## src/rtl/lbs_pkg.sv

```systemverilog
package lbs_pkg;
    // Feed selection for one output, as presented on out_src
    typedef enum logic [1:0] {
        SRC_IDLE = 2'b00,
        SRC_LOOP = 2'b01,
        SRC_DIR  = 2'b10
    } src_e;
endpackage

```

## src/rtl/lbs_oldest_pick.sv

```systemverilog
// Per output: pick the oldest resident packet, lowest channel on equal age
module lbs_oldest_pick #(
    parameter int N_OUT = 4,
    parameter int N_CH  = 8,
    parameter int DST_W = 2,
    parameter int AGE_W = 6
) (
    input  logic [N_CH-1:0]                  occ,
    input  logic [N_CH*DST_W-1:0]            dst,
    input  logic [N_CH*AGE_W-1:0]            age,
    output logic [N_OUT-1:0]                 hit,
    output logic [N_OUT*$clog2(N_CH)-1:0]    sel,
    output logic [N_CH-1:0]                  rd
);
    localparam int CH_W = $clog2(N_CH);

    always_comb begin
        hit = '0;
        sel = '0;
        rd  = '0;
        for (int j = 0; j < N_OUT; j++) begin
            logic             found;
            logic [AGE_W-1:0] best_age;
            logic [CH_W-1:0]  best;
            found    = 1'b0;
            best_age = '0;
            best     = '0;
            for (int c = 0; c < N_CH; c++) begin
                if (occ[c] && dst[c*DST_W +: DST_W] == DST_W'(j) &&
                    (!found || age[c*AGE_W +: AGE_W] > best_age)) begin
                    found    = 1'b1;
                    best_age = age[c*AGE_W +: AGE_W];
                    best     = CH_W'(c);
                end
            end
            hit[j]                = found;
            sel[j*CH_W +: CH_W]   = found ? best : '0;
            if (found) rd[best]   = 1'b1;
        end
    end
endmodule

```

## src/rtl/lbs_admit.sv

```systemverilog
// Resolve every arriving packet: direct, write to a free channel, or drop
module lbs_admit #(
    parameter int N_IO   = 4,
    parameter int N_CH   = 8,
    parameter int DST_W  = 2,
    parameter bit BYPASS = 1'b1
) (
    input  logic [N_IO-1:0]               in_vld,
    input  logic [N_IO*DST_W-1:0]         in_dst,
    input  logic [N_CH-1:0]               free,
    input  logic [N_IO-1:0]               out_busy,
    output logic [N_IO-1:0]               wr,
    output logic [N_IO*$clog2(N_CH)-1:0]  ch,
    output logic [N_IO-1:0]               dir,
    output logic [N_IO-1:0]               drop,
    output logic [N_IO-1:0]               dir_taken,
    output logic [N_IO*DST_W-1:0]         dir_src
);
    localparam int CH_W = $clog2(N_CH);

    always_comb begin
        logic [N_CH-1:0]  avail;
        logic [N_IO-1:0]  taken;
        logic [DST_W-1:0] d;
        logic             got;
        avail   = free;
        taken   = '0;
        wr      = '0;
        ch      = '0;
        dir     = '0;
        drop    = '0;
        dir_src = '0;
        d       = '0;
        got     = 1'b0;
        for (int i = 0; i < N_IO; i++) begin
            if (in_vld[i]) begin
                d = in_dst[i*DST_W +: DST_W];
                if (BYPASS && !out_busy[d] && !taken[d]) begin
                    dir[i]                     = 1'b1;
                    taken[d]                   = 1'b1;
                    dir_src[d*DST_W +: DST_W]  = DST_W'(i);
                end else begin
                    got = 1'b0;
                    for (int c = 0; c < N_CH; c++) begin
                        if (!got && avail[c]) begin
                            got                 = 1'b1;
                            avail[c]            = 1'b0;
                            wr[i]               = 1'b1;
                            ch[i*CH_W +: CH_W]  = CH_W'(c);
                        end
                    end
                    if (!got) drop[i] = 1'b1;
                end
            end
        end
        dir_taken = taken;
    end
endmodule

```

## src/rtl/loop_buffer_sched.sv

```systemverilog
module loop_buffer_sched #(
    parameter int N_PORTS = 4,
    parameter int N_CH    = 8,
    parameter int AGE_W   = 6,
    parameter bit BYPASS  = 1'b1
) (
    input  logic                                  clk,
    input  logic                                  rst_n,
    input  logic [N_PORTS-1:0]                    in_vld,
    input  logic [N_PORTS*$clog2(N_PORTS)-1:0]    in_dst,
    output logic [N_PORTS-1:0]                    in_wr,
    output logic [N_PORTS*$clog2(N_CH)-1:0]       in_ch,
    output logic [N_PORTS-1:0]                    in_dir,
    output logic [N_PORTS-1:0]                    in_drop,
    output logic [2*N_PORTS-1:0]                  out_src,
    output logic [N_PORTS*$clog2(N_CH)-1:0]       out_ch,
    output logic [N_PORTS*$clog2(N_PORTS)-1:0]    out_in,
    output logic [N_CH-1:0]                       ch_rd,
    output logic [$clog2(N_PORTS+1)-1:0]          drop_cnt,
    output logic [N_PORTS*$clog2(N_CH+1)-1:0]     occ_cnt
);
    import lbs_pkg::*;

    localparam int DST_W = $clog2(N_PORTS);
    localparam int CH_W  = $clog2(N_CH);
    localparam int CNT_W = $clog2(N_CH+1);
    localparam int DRP_W = $clog2(N_PORTS+1);
    localparam logic [AGE_W-1:0] AGE_MAX = '1;

    typedef struct packed {
        logic [N_CH-1:0]       occ;
        logic [N_CH-1:0]       cool;
        logic [N_CH*DST_W-1:0] dst;
        logic [N_CH*AGE_W-1:0] age;
    } loop_st_t;

    loop_st_t st_d, st_q;
    logic [N_CH-1:0]    occ_q, cool_q;
    logic [N_CH-1:0]    free_ch;
    logic [N_PORTS-1:0] loop_hit, dir_taken;

    assign occ_q  = st_q.occ;
    assign cool_q = st_q.cool;

    lbs_oldest_pick #(
        .N_OUT(N_PORTS), .N_CH(N_CH), .DST_W(DST_W), .AGE_W(AGE_W)
    ) u_pick (
        .occ(st_q.occ), .dst(st_q.dst), .age(st_q.age),
        .hit(loop_hit), .sel(out_ch), .rd(ch_rd)
    );

    // Channel reuse rule depends on the loop variant
    generate
        if (BYPASS) begin : g_rw_same_slot
            assign free_ch = ~st_q.occ | ch_rd;
        end else begin : g_rw_recovery
            assign free_ch = ~(st_q.occ | ch_rd | st_q.cool);
        end
    endgenerate

    lbs_admit #(
        .N_IO(N_PORTS), .N_CH(N_CH), .DST_W(DST_W), .BYPASS(BYPASS)
    ) u_admit (
        .in_vld(in_vld), .in_dst(in_dst), .free(free_ch), .out_busy(loop_hit),
        .wr(in_wr), .ch(in_ch), .dir(in_dir), .drop(in_drop),
        .dir_taken(dir_taken), .dir_src(out_in)
    );

    generate
        for (genvar j = 0; j < N_PORTS; j++) begin : g_src
            assign out_src[2*j +: 2] = loop_hit[j]  ? SRC_LOOP :
                                       dir_taken[j] ? SRC_DIR  : SRC_IDLE;
        end
    endgenerate

    always_comb begin
        drop_cnt = '0;
        for (int i = 0; i < N_PORTS; i++) drop_cnt = drop_cnt + DRP_W'(in_drop[i]);
    end

    always_comb begin
        occ_cnt = '0;
        for (int j = 0; j < N_PORTS; j++) begin
            logic [CNT_W-1:0] n;
            n = '0;
            for (int c = 0; c < N_CH; c++) begin
                if (st_q.occ[c] && st_q.dst[c*DST_W +: DST_W] == DST_W'(j)) n = n + 1'b1;
            end
            occ_cnt[j*CNT_W +: CNT_W] = n;
        end
    end

    always_comb begin
        logic [CH_W-1:0] w;
        st_d = st_q;
        w    = '0;
        for (int c = 0; c < N_CH; c++) begin
            st_d.cool[c] = !BYPASS && ch_rd[c];
            if (ch_rd[c]) begin
                st_d.occ[c] = 1'b0;
            end else if (st_q.occ[c] && st_q.age[c*AGE_W +: AGE_W] != AGE_MAX) begin
                st_d.age[c*AGE_W +: AGE_W] = st_q.age[c*AGE_W +: AGE_W] + 1'b1;
            end
        end
        for (int i = 0; i < N_PORTS; i++) begin
            if (in_wr[i]) begin
                w                          = in_ch[i*CH_W +: CH_W];
                st_d.occ[w]                = 1'b1;
                st_d.dst[w*DST_W +: DST_W] = in_dst[i*DST_W +: DST_W];
                st_d.age[w*AGE_W +: AGE_W] = '0;
            end
        end
    end

    always_ff @(posedge clk or negedge rst_n) begin
        if (!rst_n) st_q <= '0;
        else        st_q <= st_d;
    end
endmodule

```

## config.mk

```make
export PLATFORM = sky130hd
export DESIGN_NAME = loop_buffer_sched
export DESIGN_NICKNAME = d
export VERILOG_FILES = /design/src/rtl/lbs_pkg.sv /design/src/rtl/lbs_oldest_pick.sv /design/src/rtl/lbs_admit.sv /design/src/rtl/loop_buffer_sched.sv
export SDC_FILE = /design/constraint.sdc
export NUM_CORES = 1
export LEC_CHECK = 0
export BUFFER_PORTS_ARGS = -buffer_cell sky130_fd_sc_hd__buf_4
export CORE_MARGIN = 3
export CORE_UTILIZATION = 62
export CTS_BUF_LIST = sky130_fd_sc_hd__clkbuf_8
export DETAILED_ROUTE_END_ITERATION = 16
export HOLD_SLACK_MARGIN = 0.02
export PLACE_DENSITY_LB_ADDON = 0.2
export SYNTH_ARGS = -nofsm -noshare
export SYNTH_HDL_FRONTEND = slang
export SYNTH_SLANG_ARGS = --single-unit
export TNS_END_PERCENT = 30
```

## constraint.sdc

```tcl
create_clock -name clk -period 23.3 [get_ports clk]
set_clock_uncertainty 0.2 [all_clocks]
set_input_delay 1.165 -clock clk [delete_from_list [all_inputs] [get_ports clk]]
set_output_delay 1.165 -clock clk [all_outputs]
set_load 0.05 [all_outputs]
```

==> results.toml <==
[drt]
routed_via_density = 7.06
firstDrtPassIters = 7
drc = 0
wl_met3_um = 7150
wirelength_met1_um = 25300
wire_per_inst_um = 25.6
vias = 19441
wl_met2_um = 31500
drt_iter0_markers = 2162
drt-total-wl_um = 70400
top_layer = "met4"
drt.antenna.violating_nets = 0

[synthesis]
yosys_register_bits = 72
synth_async_sr_flop_share = 1.00
synth.area.top_cells = "ha_1 18%, dfrtp_1 10%, nand2_1 6.1%"
syn_area_per_cell_um2 = 7.55
yosys.area.top_type = "ha_1"
synthCells = 2340
yosys_warnings = 0
synth_top_cell_area_share = 0.184
ys.flop_type = "dfrtp_1"
yosysUniqueCellTypes = 129
synth-edff-count = 0
seq_area_frac_synth = 0.102
netlist_area_mm2 = 0.0177

[timing]
period_share = 0.872
fmax_mhz = 49.2
setup_viol = 0
hold_viol = 0
slew_headroom = 0.165
rsz0062_at_grt = "no"
worstMarginPinSlew_ns = 1.25
finalSetupTns_ns = 0
slew_violations = 0
fin_crit_ns = 20.32

[setup_path]
crit_path_top_delay_cell = "o21ai_0"
r2r_cells = 64
criticalPathCategory = "reg -> reg"
r2r_slack_ns = 2.98
crit_arrival_ns = 20.35
cp_max_fo = 19
r2r-start = "occ_q[0]"
start_kind = "register"
cpPeakStageDelay_ns = 0.85
cp-end-kind = "register"
reg2reg_to = "st_q[45]"
worst_path_most_repeated_cell = "ha_1"
cp.required_ns = 23.33

[floorplanning]
die_x_um = 175
initial_core_util = 0.632
dieArea_mm2 = 0.0305
placementRows = 61
ios = 93
core_mm2 = 0.0279
fp.dieH_um = 175

[clock_tree]
ctsHoldBuffers = 0
cts_htree_levels = 3
clockRootBuffer = "clkbuf_8"
clk_pin_slew_ns = 0.08
clk_latency_ns = 0.36
post_cts_buffers = 0
cts_buffers = 9
cts_resized = 0
cts_buffer_depth = 2
tritoncts = "built"
cts.sink_count = 72

[grt]
antenna_found_initial = 0
gr-usage-all-layers = 0.441
grt_max_degree = 73
grt_pass1_vias = 18781
gr-total-overflow = 0
grt_pass1_wl_um = 106000

[final_layout]
final_cell_mix = "289 x nand2_1, 259 x ha_1, 171 x nor2_1"
num_antenna_cells = 0
drive_gt1_frac = 0.121
num-nets-final = 2650
area_growth_pct = 6.08
final_common_cell = "nand2_1"
final_cells = 2755

[power]
clkPwrFrac = 0.043
netSwitchingFraction = 0.626
power_leakage_nw = 8.51
p_per_area_mw_per_mm2 = 119
peakVddDrop_v = 0.0000554
combPwrFrac = 0.828
p_sw_mw = 1.39
seqPwrFrac = 0.129
power.internal_mw = 0.832

[place]
port_buffers = 91
hpwl_um = 58200
gp_congestion = 1.09
dp.cells = 2739

[worst_hold_path]
hold_path_end = "st_q[24]"
worstHoldPathCells = 2
hold_start = "st_q[24]"
hold_class = "reg -> reg"

[status]
status = "finished, final reports clean"

[run]
maxCapViolCount = 0
-- per-stage QoR --
step | utilization | cell area (um2) | setup WS, ns | power, mW | hold WS, ns
final | 0.671 | 18700 | 2.98 | 2.22 | 0.508
after detailed placement | 0.664 | 18500 | 3.58 | 2.05 | 0.462
after floorplan | - | 17700 | 6.79 | 1.51 | 0.379
after CTS | 0.671 | 18700 | 3.53 | 2.16 | 0.482
after global routing | 0.671 | 18700 | 1.59 | 2.36 | 0.541
after global placement | 0.664 | 18500 | 4.04 | 1.99 | 0.432
-- metal layers --
layer,up-vias,GRT usage
met5,-,0
met4,0,0.340
met3,351,0.0717
met2,1312,0.728
met1,9059,0.511
li1,8719,-
-- worst max path at each step --
stage	depth (start not counted)	from	slack (ns)	end
2_1_floorplan	73	occ_q[0]	6.79	st_q[18]
4_1_cts	67	occ_q[0]	3.53	st_q[3]
6_report	64	occ_q[0]	2.98	st_q[45]
3_5_place_dp	67	occ_q[0]	3.58	st_q[3]
5_1_grt	68	occ_q[0]	1.59	st_q[19]
3_3_place_gp	64	occ_q[0]	4.04	st_q[44]
-- Yosys cell counts (14+ instances only) --
cell and instances:
dfrtp_1 72, nor2_1 171, xnor2_1 67, o31ai_1 14, o21ai_0 104, and3_1 33
ha_1 259, nand2_1 289, xor2_1 31, nand3_1 81, inv_1 148, buf_2 26
a31oi_1 37, and3b_1 15, clkbuf_1 51, a211oi_1 35, mux2i_1 82, and2_1 27
nand2b_1 23, a21oi_1 131, nand3b_1 22, mux2_2 59, and4_1 14, nor3_1 57
a21o_1 25, nand4_1 56, nor2b_1 31
-- kinds of logic after synthesis --
kind of cell	after synthesis	synth area share
xor gates and xnor gates	102	0.0533
AOI/OAI and AO/OA	569	0.228
muxes	143	0.0867
adders and majority gates	270	0.193
DFF	72	0.102
other	1	0.000212
buffers and inverters	250	0.0590
and+or+nand+nor	933	0.278
-- power by group through the flow --
stage / clock, mW / sequential (mW) / combinational (mW)
after floorplan: 0 / 0.225 / 1.29
after global placement: 0 / 0.274 / 1.72
after detailed placement: 0 / 0.278 / 1.78
after CTS: 0.0958 / 0.275 / 1.79
after global routing: 0.100 / 0.286 / 1.98
final: 0.0950 / 0.287 / 1.84
-- layout make-up --
class	count	area, um2
multi-input cells	2019	14800
fillers	2418	9200
flip-flops and latches	72	1800
repair buffers	116	871
inverters	154	581
well taps	378	473
clock buffers	9	124
clock inverters	7	62.6
-- state kept, by name (all words and copies together) (netlist names) --
name,flops
st_q,64
occ_q,8
-- critical path, delay by kind of cell (launching register included) --
kind	cells	cell delay, ns
AOI/OAI and AO/OA	27	9.11
xor gates and xnor gates	1	0.11
adders and majority gates	10	3.44
buffers and inverters	5	0.70
DFF	1	0.46
muxes	3	1.19
and+or+nand+nor	18	4.92
No activity file was read; power rests on OpenSTA's default activity.
